--- config.mk ---
export PLATFORM = sky130hd
export DESIGN_NAME = icap_channel
export DESIGN_NICKNAME = d
export VERILOG_FILES = /design/src/rtl/icap_pkg.sv /design/src/rtl/icap_sync.sv /design/src/rtl/icap_filter.sv /design/src/rtl/icap_edge_psc.sv /design/src/rtl/icap_latch.sv /design/src/rtl/icap_channel.sv
export SDC_FILE = /design/constraint.sdc
export NUM_CORES = 1
export LEC_CHECK = 0
export CORE_ASPECT_RATIO = 1.1
export CORE_MARGIN = 1.5
export CORE_UTILIZATION = 54
export CTS_CLUSTER_DIAMETER = 120
export CTS_CLUSTER_SIZE = 16
export DETAILED_ROUTE_END_ITERATION = 7
export GPL_TIMING_DRIVEN = 0
export PLACE_DENSITY = 0.84
export SYNTH_ARGS = -nofsm -noshare
export SYNTH_HDL_FRONTEND = slang
export SYNTH_SLANG_ARGS = --single-unit
--- constraint.sdc ---
create_clock -name clk -period 9 [get_ports clk]
set_clock_uncertainty 0.1 [all_clocks]
set_input_delay 0.9 -clock clk [delete_from_list [all_inputs] [get_ports clk]]
set_output_delay 0.9 -clock clk [all_outputs]
set_load 0.005 [all_outputs]
--- src/rtl/icap_pkg.sv ---
package icap_pkg;
  typedef enum logic [1:0] {
    PSC_DIV1 = 2'b00,
    PSC_DIV2 = 2'b01,
    PSC_DIV4 = 2'b10,
    PSC_DIV8 = 2'b11
  } psc_e;

  localparam int PSC_CNT_W = 3;

  // last count value before a capture fires: divisor minus one
  function automatic logic [PSC_CNT_W-1:0] psc_last(input psc_e code);
    logic [PSC_CNT_W:0] div;
    div = ({{PSC_CNT_W{1'b0}}, 1'b1} << code);
    return PSC_CNT_W'(div - 1'b1);
  endfunction
endpackage

--- src/rtl/icap_sync.sv ---
module icap_sync #(
  parameter int STAGES = 2
) (
  input  logic clk,
  input  logic rst,
  input  logic d,
  output logic q
);
  logic [STAGES-1:0] stg;

  always_ff @(posedge clk) begin
    if (rst) stg[0] <= 1'b0;
    else     stg[0] <= d;
  end

  generate
    for (genvar i = 1; i < STAGES; i++) begin : g_stage
      always_ff @(posedge clk) begin
        if (rst) stg[i] <= 1'b0;
        else     stg[i] <= stg[i-1];
      end
    end
  endgenerate

  assign q = stg[STAGES-1];
endmodule

--- src/rtl/icap_filter.sv ---
module icap_filter #(
  parameter int FILT_W = 4
) (
  input  logic              clk,
  input  logic              rst,
  input  logic [FILT_W-1:0] code,
  input  logic              s_in,
  output logic              f_out
);
  localparam int RUN_W = (1 << FILT_W);

  logic [RUN_W:0] need;
  logic [RUN_W:0] run;
  logic           f_q;

  assign need = ({{RUN_W{1'b0}}, 1'b1} << code);

  always_ff @(posedge clk) begin
    if (rst) begin
      f_q <= 1'b0;
      run <= '0;
    end else if (s_in == f_q) begin
      run <= '0;
    end else if (run + 1'b1 == need) begin
      f_q <= s_in;
      run <= '0;
    end else begin
      run <= run + 1'b1;
    end
  end

  assign f_out = f_q;
endmodule

--- src/rtl/icap_edge_psc.sv ---
module icap_edge_psc
  import icap_pkg::*;
(
  input  logic       clk,
  input  logic       rst,
  input  logic       f_in,
  input  logic       pol,
  input  logic       en,
  input  logic [1:0] psc,
  output logic       fire
);
  logic                 f_d;
  logic                 act_edge;
  logic                 qual;
  logic [PSC_CNT_W-1:0] pcnt;
  logic [PSC_CNT_W-1:0] last;

  assign act_edge = pol ? (f_d & ~f_in) : (f_in & ~f_d);
  assign qual     = act_edge & en;
  assign last     = psc_last(psc_e'(psc));
  assign fire     = qual & (pcnt >= last);

  always_ff @(posedge clk) begin
    if (rst) begin
      f_d  <= 1'b0;
      pcnt <= '0;
    end else begin
      f_d <= f_in;
      if (!en)        pcnt <= '0;
      else if (fire)  pcnt <= '0;
      else if (qual)  pcnt <= pcnt + 1'b1;
    end
  end
endmodule

--- src/rtl/icap_latch.sv ---
module icap_latch #(
  parameter int CNT_W = 16
) (
  input  logic             clk,
  input  logic             rst,
  input  logic             evt,
  input  logic [CNT_W-1:0] cnt_val,
  input  logic             rd,
  input  logic             oclr,
  input  logic             irq_en,
  input  logic             dma_en,
  output logic [CNT_W-1:0] val_q,
  output logic             flag_q,
  output logic             ovr_q,
  output logic             irq_q,
  output logic             dma_q
);
  logic flag_n;

  always_comb begin
    if (evt)     flag_n = 1'b1;
    else if (rd) flag_n = 1'b0;
    else         flag_n = flag_q;
  end

  always_ff @(posedge clk) begin
    if (rst) begin
      val_q  <= '0;
      flag_q <= 1'b0;
      ovr_q  <= 1'b0;
      irq_q  <= 1'b0;
      dma_q  <= 1'b0;
    end else begin
      if (evt) val_q <= cnt_val;
      flag_q <= flag_n;
      if (evt && flag_q && !rd) ovr_q <= 1'b1;
      else if (oclr)            ovr_q <= 1'b0;
      irq_q <= irq_en & flag_n;
      dma_q <= dma_en & evt;
    end
  end
endmodule

--- src/rtl/icap_channel.sv ---
module icap_channel #(
  parameter int CNT_W       = 16,
  parameter int FILT_W      = 4,
  parameter int SYNC_STAGES = 2
) (
  input  logic              clk,
  input  logic              rst,
  input  logic [CNT_W-1:0]  cnt_val,
  input  logic              sig_in,
  input  logic              cfg_en,
  input  logic              cfg_pol,
  input  logic [1:0]        cfg_psc,
  input  logic [FILT_W-1:0] cfg_filt,
  input  logic              cfg_irq_en,
  input  logic              cfg_dma_en,
  input  logic              sw_evt,
  input  logic              rd_cap,
  input  logic              ovr_clr,
  output logic [CNT_W-1:0]  cap_val,
  output logic              cap_flag,
  output logic              ovr_flag,
  output logic              irq,
  output logic              dma_req
);
  logic s_sync;
  logic s_filt;
  logic hw_fire;
  logic cap_evt;

  icap_sync #(.STAGES(SYNC_STAGES)) sync_i (
    .clk(clk), .rst(rst), .d(sig_in), .q(s_sync)
  );

  icap_filter #(.FILT_W(FILT_W)) filt_i (
    .clk(clk), .rst(rst), .code(cfg_filt), .s_in(s_sync), .f_out(s_filt)
  );

  icap_edge_psc edge_i (
    .clk(clk), .rst(rst), .f_in(s_filt), .pol(cfg_pol), .en(cfg_en),
    .psc(cfg_psc), .fire(hw_fire)
  );

  assign cap_evt = hw_fire | sw_evt;

  icap_latch #(.CNT_W(CNT_W)) latch_i (
    .clk(clk), .rst(rst), .evt(cap_evt), .cnt_val(cnt_val), .rd(rd_cap),
    .oclr(ovr_clr), .irq_en(cfg_irq_en), .dma_en(cfg_dma_en),
    .val_q(cap_val), .flag_q(cap_flag), .ovr_q(ovr_flag), .irq_q(irq),
    .dma_q(dma_req)
  );
endmodule

==> results of run 1 <==
## kinds of logic after synthesis
group	after synthesis	share of synthesized area, %
and+or+nand+nor	117	29.10
DFF	44	37.39
xor gates and xnor gates	26	10.83
buffers and inverters	22	4.939
muxes	20	8.922
AOI/OAI and AO/OA	19	6.160
adders and majority gates	5	2.655
## per-stage QoR
stage | hold WS, ns | worst slack [ns] | std cells
2_1_floorplan | 0.3138 | 5.645 | 253
3_3_place_gp | 0.3321 | 4.768 | 357
3_5_place_dp | 0.3335 | 4.739 | 357
4_1_cts | 0.3549 | 5.034 | 364
5_1_grt | 0.3649 | 4.886 | 364
6_report | 0.3552 | 5.028 | 364
## final cells by class
type / count / share of cell area, %
Sequential cell: 44 / 28.85
Clock inverter: 2 / 1.967
Inverter: 9 / 1.107
Multi-Input combinational cell: 187 / 44.51
Timing Repair Buffer: 50 / 16.39
Tap cell: 54 / 2.213
Clock buffer: 5 / 2.254
Buffer: 13 / 2.705
## state kept, by name (all words and copies together) (netlist names)
name and flops:
filt_i.f_out 1, filt_i.run 17, latch_i.flag_q 1, edge_i.pcnt 3, sync_i.q 1, latch_i.ovr_q 1, sync_i.stg 1, latch_i.dma_q 1
edge_i.f_d 1, latch_i.val_q 16, latch_i.irq_q 1
## power by group
group          switching [uW]  total [uW]  internal [uW]
Combinational            20.2        52.8           32.5
Sequential               2.91         203            200
Clock                    63.5         173            109
Total                    86.6         429            342
## layer usage
layer	global-route usage (%)	share of wire (%)	up-vias
met5	0	0	-
met4	9.977	3.0	0
met3	4.341	6.7	16
met2	37.93	47	78
met1	26.84	44	910
li1	-	-	1004
## path summary, 6_finish.rpt
| check | end | cells past startpoint |
|---|---|---|
| setup / recovery | filt_i.run[2] | 9 |
| hold / removal | sync_i.q | 1 |
| setup reg to reg | filt_i.run[2] | 10 |
| hold reg to reg | sync_i.q | 1 |
## worst max-delay path, stage by stage
cell and delay (ns):
clkdlybuf4s50_1 0.47, or4b_2 0.73, xnor3_1 0.20, a211oi_1 0.30, nand4_1 0.13, or4_4 0.44, o31ai_2 0.56, buf_6 0.26
nor2_1 0.05
## placed cells by master (no fill, tap or decap), types with 2 or more instances in the layout
cell type	count
clkbuf_1	3
nor3_1	8
xor2_1	2
buf_2	6
nor2_2	9
and3_1	5
nand2_1	8
o21ai_0	3
clkdlybuf4s50_1	50
nor4b_1	3
buf_6	3
and4bb_2	2
and3_2	2
a21oi_1	4
inv_1	9
nor2b_1	5
nand4_1	6
dfxtp_1	44
a211oi_1	2
ha_1	5
or3_1	2
clkbuf_8	5
nor2_1	33
nand3_1	8
mux2_4	2
bufinv_16	2
nand4b_1	3
xnor3_1	2
xnor2_1	22
nand2b_1	3
nor3b_1	3
nor4_1	7
mux2i_1	18
==> impl_metrics.yaml, run 1 <==
floorplan:
  rows: 25
  dieArea_sq_um: 4769
  die_h_um: 72.28
  ios: 52
  start_util_pct: 55.38
  die_w_um: 65.98
  core_area_sq_um: 4254
setup_path:
  cp-startpoint: "cfg_filt[3]"
  path_max_fanout: 10
  r2r_start: "filt_i.run[0]"
  reg2reg_slack_ns: 5.67
  crit_type: "in -> reg"
  worst_setup_path_end_kind: "register"
  crit_arrival_ns: 4.05
  start_kind: "primary input"
  cp.required_ns: 9.08
sta:
  maxSlewHeadroom_pct: 40.42
  slew_viol_final: 0
  finalSetupViolations: 0
  fmax_mhz: 251.8
  timing.final.crit_share_pct: 44.13
  rsz0062_at_grt: "no"
  finalCriticalPeriod_ns: 3.972
  setup_tns_ns: 0
  worst_pin_slew_ns: 0.8905
  final_hold_viol_count: 0
clocking:
  cts_tree: "built"
  cts_sinks: 44
  cts-htree-levels: 2
  clockBufferDepth: 2
  post_cts_resized: 0
  ctsHoldBuffers: 0
  cts_buffers: 5
  clk-insertion-delay-late_ns: 0.29
  root_buffer: "clkbuf_8"
  post-cts-setup-buffers: 0
  clkTransAtPathRegs_ns: 0.08
yosys:
  synth_common_cells: "44 x dfxtp_1, 33 x nor2_1, 22 x xnor2_1, 18 x mux2i_1"
  synth_largest_area_cell: "dfxtp_1"
  synthCells: 253
  syn_nets: 290
  synth_most_common_cell: "dfxtp_1"
  ys_seq_elements: 44
  synth_area_sq_um: 2356
  synth_top_area_share_pct: 37.39
  synth.distinct_cells: 51
  synth.area.top_cells: "dfxtp_1 37%, xnor2_1 8.2%, mux2i_1 7.6%"
  postSynth.asyncResetShare_pct: 0
  yosys_most_used_dff: "dfxtp_1"
  synth_edf_count: 0
  avgSynthCellArea_sq_um: 9.312
  yosysSeqAreaShare_pct: 37.39
  yosysWarnings: 0
worst_hold_path:
  worstHoldStart: "sync_i.stg[0]"
  holdCritPathClass: "reg -> reg"
final_layout:
  final_net_count: 347
  drive_gt1_share_pct: 12.90
  antenna_cells: 0
  fillers: 338
  utilization_pct: 71.76
  syn_to_final_growth_pct: 29.58
  finish.instance_area_sq_um: 3053
  seqCellArea_sq_um: 880.8
  multi_input_area_sq_um: 1359
placement:
  place.gp.congestion: 0.8342
  postPlaceCellArea_sq_um: 2924
  post-dp-hpwl_um: 3795
  io_buffer_count: 50
grt:
  grt_max_degree: 14
  antenna_found_initial: 0
  grt_pass1_wl_um: 8197
  gr-total-overflow: 0
  grt_pass1_vias: 1785
  grtUsageTotal_pct: 22.16
power_and_ir_drop:
  ir_worst_vdd_uv: 73.68
  leakagePower_uw: 0.001125
  total_power_uw: 428.6
  p_per_area_nw_per_um2: 140.4
drt:
  drc: 0
  ant_nets: 0
  drtPass1Iterations: 4
  drt_iter0_drc: 98
  vias_per_cell: 5.516
  drt_wl_total_um: 5160
  wl_per_cell_um: 14.18
  dr_total_vias: 2008
status:
  outcome: "finished clean"
flow_run:
  maxCapViolCount: 0
Power figures use the tool's default switching activity.
==> run 2: changes to the inputs <==
CORE_UTILIZATION = 50   (was 54)
PLACE_DENSITY = 0.78   (was 0.84)
clock period = 4.11 ns   (was 9 ns; I/O delays follow)
==> run 2 against run 1 <==
Net effect: clock power up 52%; register-to-register slack worse by 5.0 ns; die area up 7.6%; critical path depth up 1; utilization down 6.1 points; sequential power up 120%; critical endpoint unchanged; final cell count up 0.82%; via count up 0.35%; first-iteration DRC count up 10%.
==> impl_metrics.yaml, run 2 (synthesis results as in run 1) <==
setup_path:
  reg2reg_slack_ns: 0.65
  cp_slowest_cell: "o31ai_2"
  ff2ff_path_depth: 10
  r2r_start: "filt_i.run[0]"
  endpoint: "filt_i.run[2]"
  worst_setup_path_end_kind: "register"
  cp.required_ns: 4.19
  max_stage_delay_ns: 0.63
  path_max_fanout: 10
  cp_cell_sequence: "ha_1, nand4_1, buf_2, nor4_1, xnor2_1, nand4_1, or4_4, o31ai_2, buf_6, nor2_1"
  start_kind: "register"
  crit_arrival_ns: 3.54
  crit_type: "reg -> reg"
  r2r-end: "filt_i.run[2]"
  cp-startpoint: "filt_i.run[0]"
  critical_path.most_common_cell: "nand4_1"
worst_hold_path:
  holdCritPathClass: "reg -> reg"
final_layout:
  final_common_cell: "clkdlybuf4s50_1"
  drive_gt1_share_pct: 13.18
  utilization_pct: 65.71
  largest_reg_flops: 17
  final_cell_mix: "50 x clkdlybuf4s50_1, 44 x dfxtp_1, 33 x nor2_1"
  reg_top3: "filt_i.run (17), latch_i.val_q (16), edge_i.pcnt (3)"
  final_net_count: 347
  largest-register: "filt_i.run"
  syn_to_final_growth_pct: 27.93
  finish.instance_area_sq_um: 3014
  antenna_cells: 0
  final_cells: 367
sta:
  setup_ws_ns: 0.6497
  slew_viol_final: 0
  rsz0062_at_grt: "no"
  timing.final.crit_share_pct: 84.19
  finalSetupViolations: 0
  worst_pin_slew_ns: 0.8692
  fmax_mhz: 289.0
  final_hold_viol_count: 0
  finalCriticalPeriod_ns: 3.460
  maxSlewHeadroom_pct: 41.84
  setup_tns_ns: 0
placement:
  place.gp.congestion: 0.8687
  post-dp-hpwl_um: 3695
  pre_cts_ws_ns: 0.3513
  dp_cells: 359
  io_buffer_count: 50
  postPlaceCellArea_sq_um: 2927
grt:
  antenna_found_initial: 0
  grtUsageTotal_pct: 20.27
  grt_pass1_wl_um: 7859
  gr-total-overflow: 0
  grt_pass1_vias: 1900
  grt_max_degree: 15
floorplan:
  dieArea_sq_um: 5133
  ios: 52
  rows: 26
  core_area_sq_um: 4587
  start_util_pct: 51.36
  die_w_um: 68.45
  die_h_um: 75.00
clocking:
  post-cts-setup-buffers: 0
  cts_buffers: 5
  cts_tree: "built"
  clk-insertion-delay-late_ns: 0.29
  clkTransAtPathRegs_ns: 0.08
  cts-htree-levels: 2
  root_buffer: "clkbuf_8"
  clockBufferDepth: 2
  cts_sinks: 44
  ctsHoldBuffers: 0
  post_cts_resized: 0
status:
  outcome: "finished clean"
drt:
  wl_per_cell_um: 13.38
  ant_nets: 0
  vias_per_cell: 5.490
  drt_iter0_drc: 108
  drc: 0
  drt_wl_total_um: 4910
  dr_total_vias: 2015
  drtPass1Iterations: 5
power_and_ir_drop:
  leakagePower_uw: 0.001109
  ir_worst_vdd_uv: 135.2
  p_per_area_nw_per_um2: 272.7
flow_run:
  maxCapViolCount: 0
==> run 2: worst min path at each step <==
stage / from / to / slack (ns) / cells after the start
global placement: sync_i.stg[0] / sync_i.q / 0.33 / 1
detailed placement: sync_i.stg[0] / sync_i.q / 0.34 / 1
floorplan: sync_i.stg[0] / sync_i.q / 0.31 / 1
finish: sync_i.stg[0] / sync_i.q / 0.35 / 1
CTS: sync_i.stg[0] / sync_i.q / 0.36 / 1
global route: sync_i.stg[0] / sync_i.q / 0.37 / 1
==> run 2: metal layers <==
metal / up-vias / track usage [%] / part of all wire (%)
met3: 12 / 5.979 / 7.5
li1: 1001 / - / -
met4: 0 / 9.333 / 2.9
met5: - / 0 / 0
met1: 932 / 23.74 / 43
met2: 70 / 33.87 / 46
==> run 2: stage by stage <==
| step | power (uW) | hold slack [ns] |
|---|---|---|
| finish | 821.9 | 0.3500 |
| global route | 860.9 | 0.3705 |
| CTS | 831.5 | 0.3572 |
| detailed placement | 569.3 | 0.3434 |
| global placement | 567.3 | 0.3278 |
| floorplan | 508.0 | 0.3138 |
==> run 2: report_power, final <==
part | internal (uW) | switching [uW]
Combinational | 71.2 | 43.1
Sequential | 438 | 6.09
Clock | 118 | 145
==> run 2: worst max-delay path, delay by kind of cell (launching register included) <==
family / cells / cell delay, ns
AO/OA/AOI/OAI: 1 / 0.63
XOR/XNOR: 1 / 0.21
adder cells (fa/ha/maj): 1 / 0.28
buffers and inverters: 2 / 0.49
flip-flops: 1 / 0.51
AND/OR/NAND/NOR: 5 / 1.13
==> run 2: layout make-up <==
class                           count  area (sq um)
Fill cell                         394          1573
Multi-Input combinational cell    187          1359
Sequential cell                    44         880.8
Timing Repair Buffer               50         500.5
Buffer                             13         82.58
Tap cell                           56         70.07
Clock buffer                        5         68.82
Inverter                            9         33.78
Clock inverter                      3         18.77
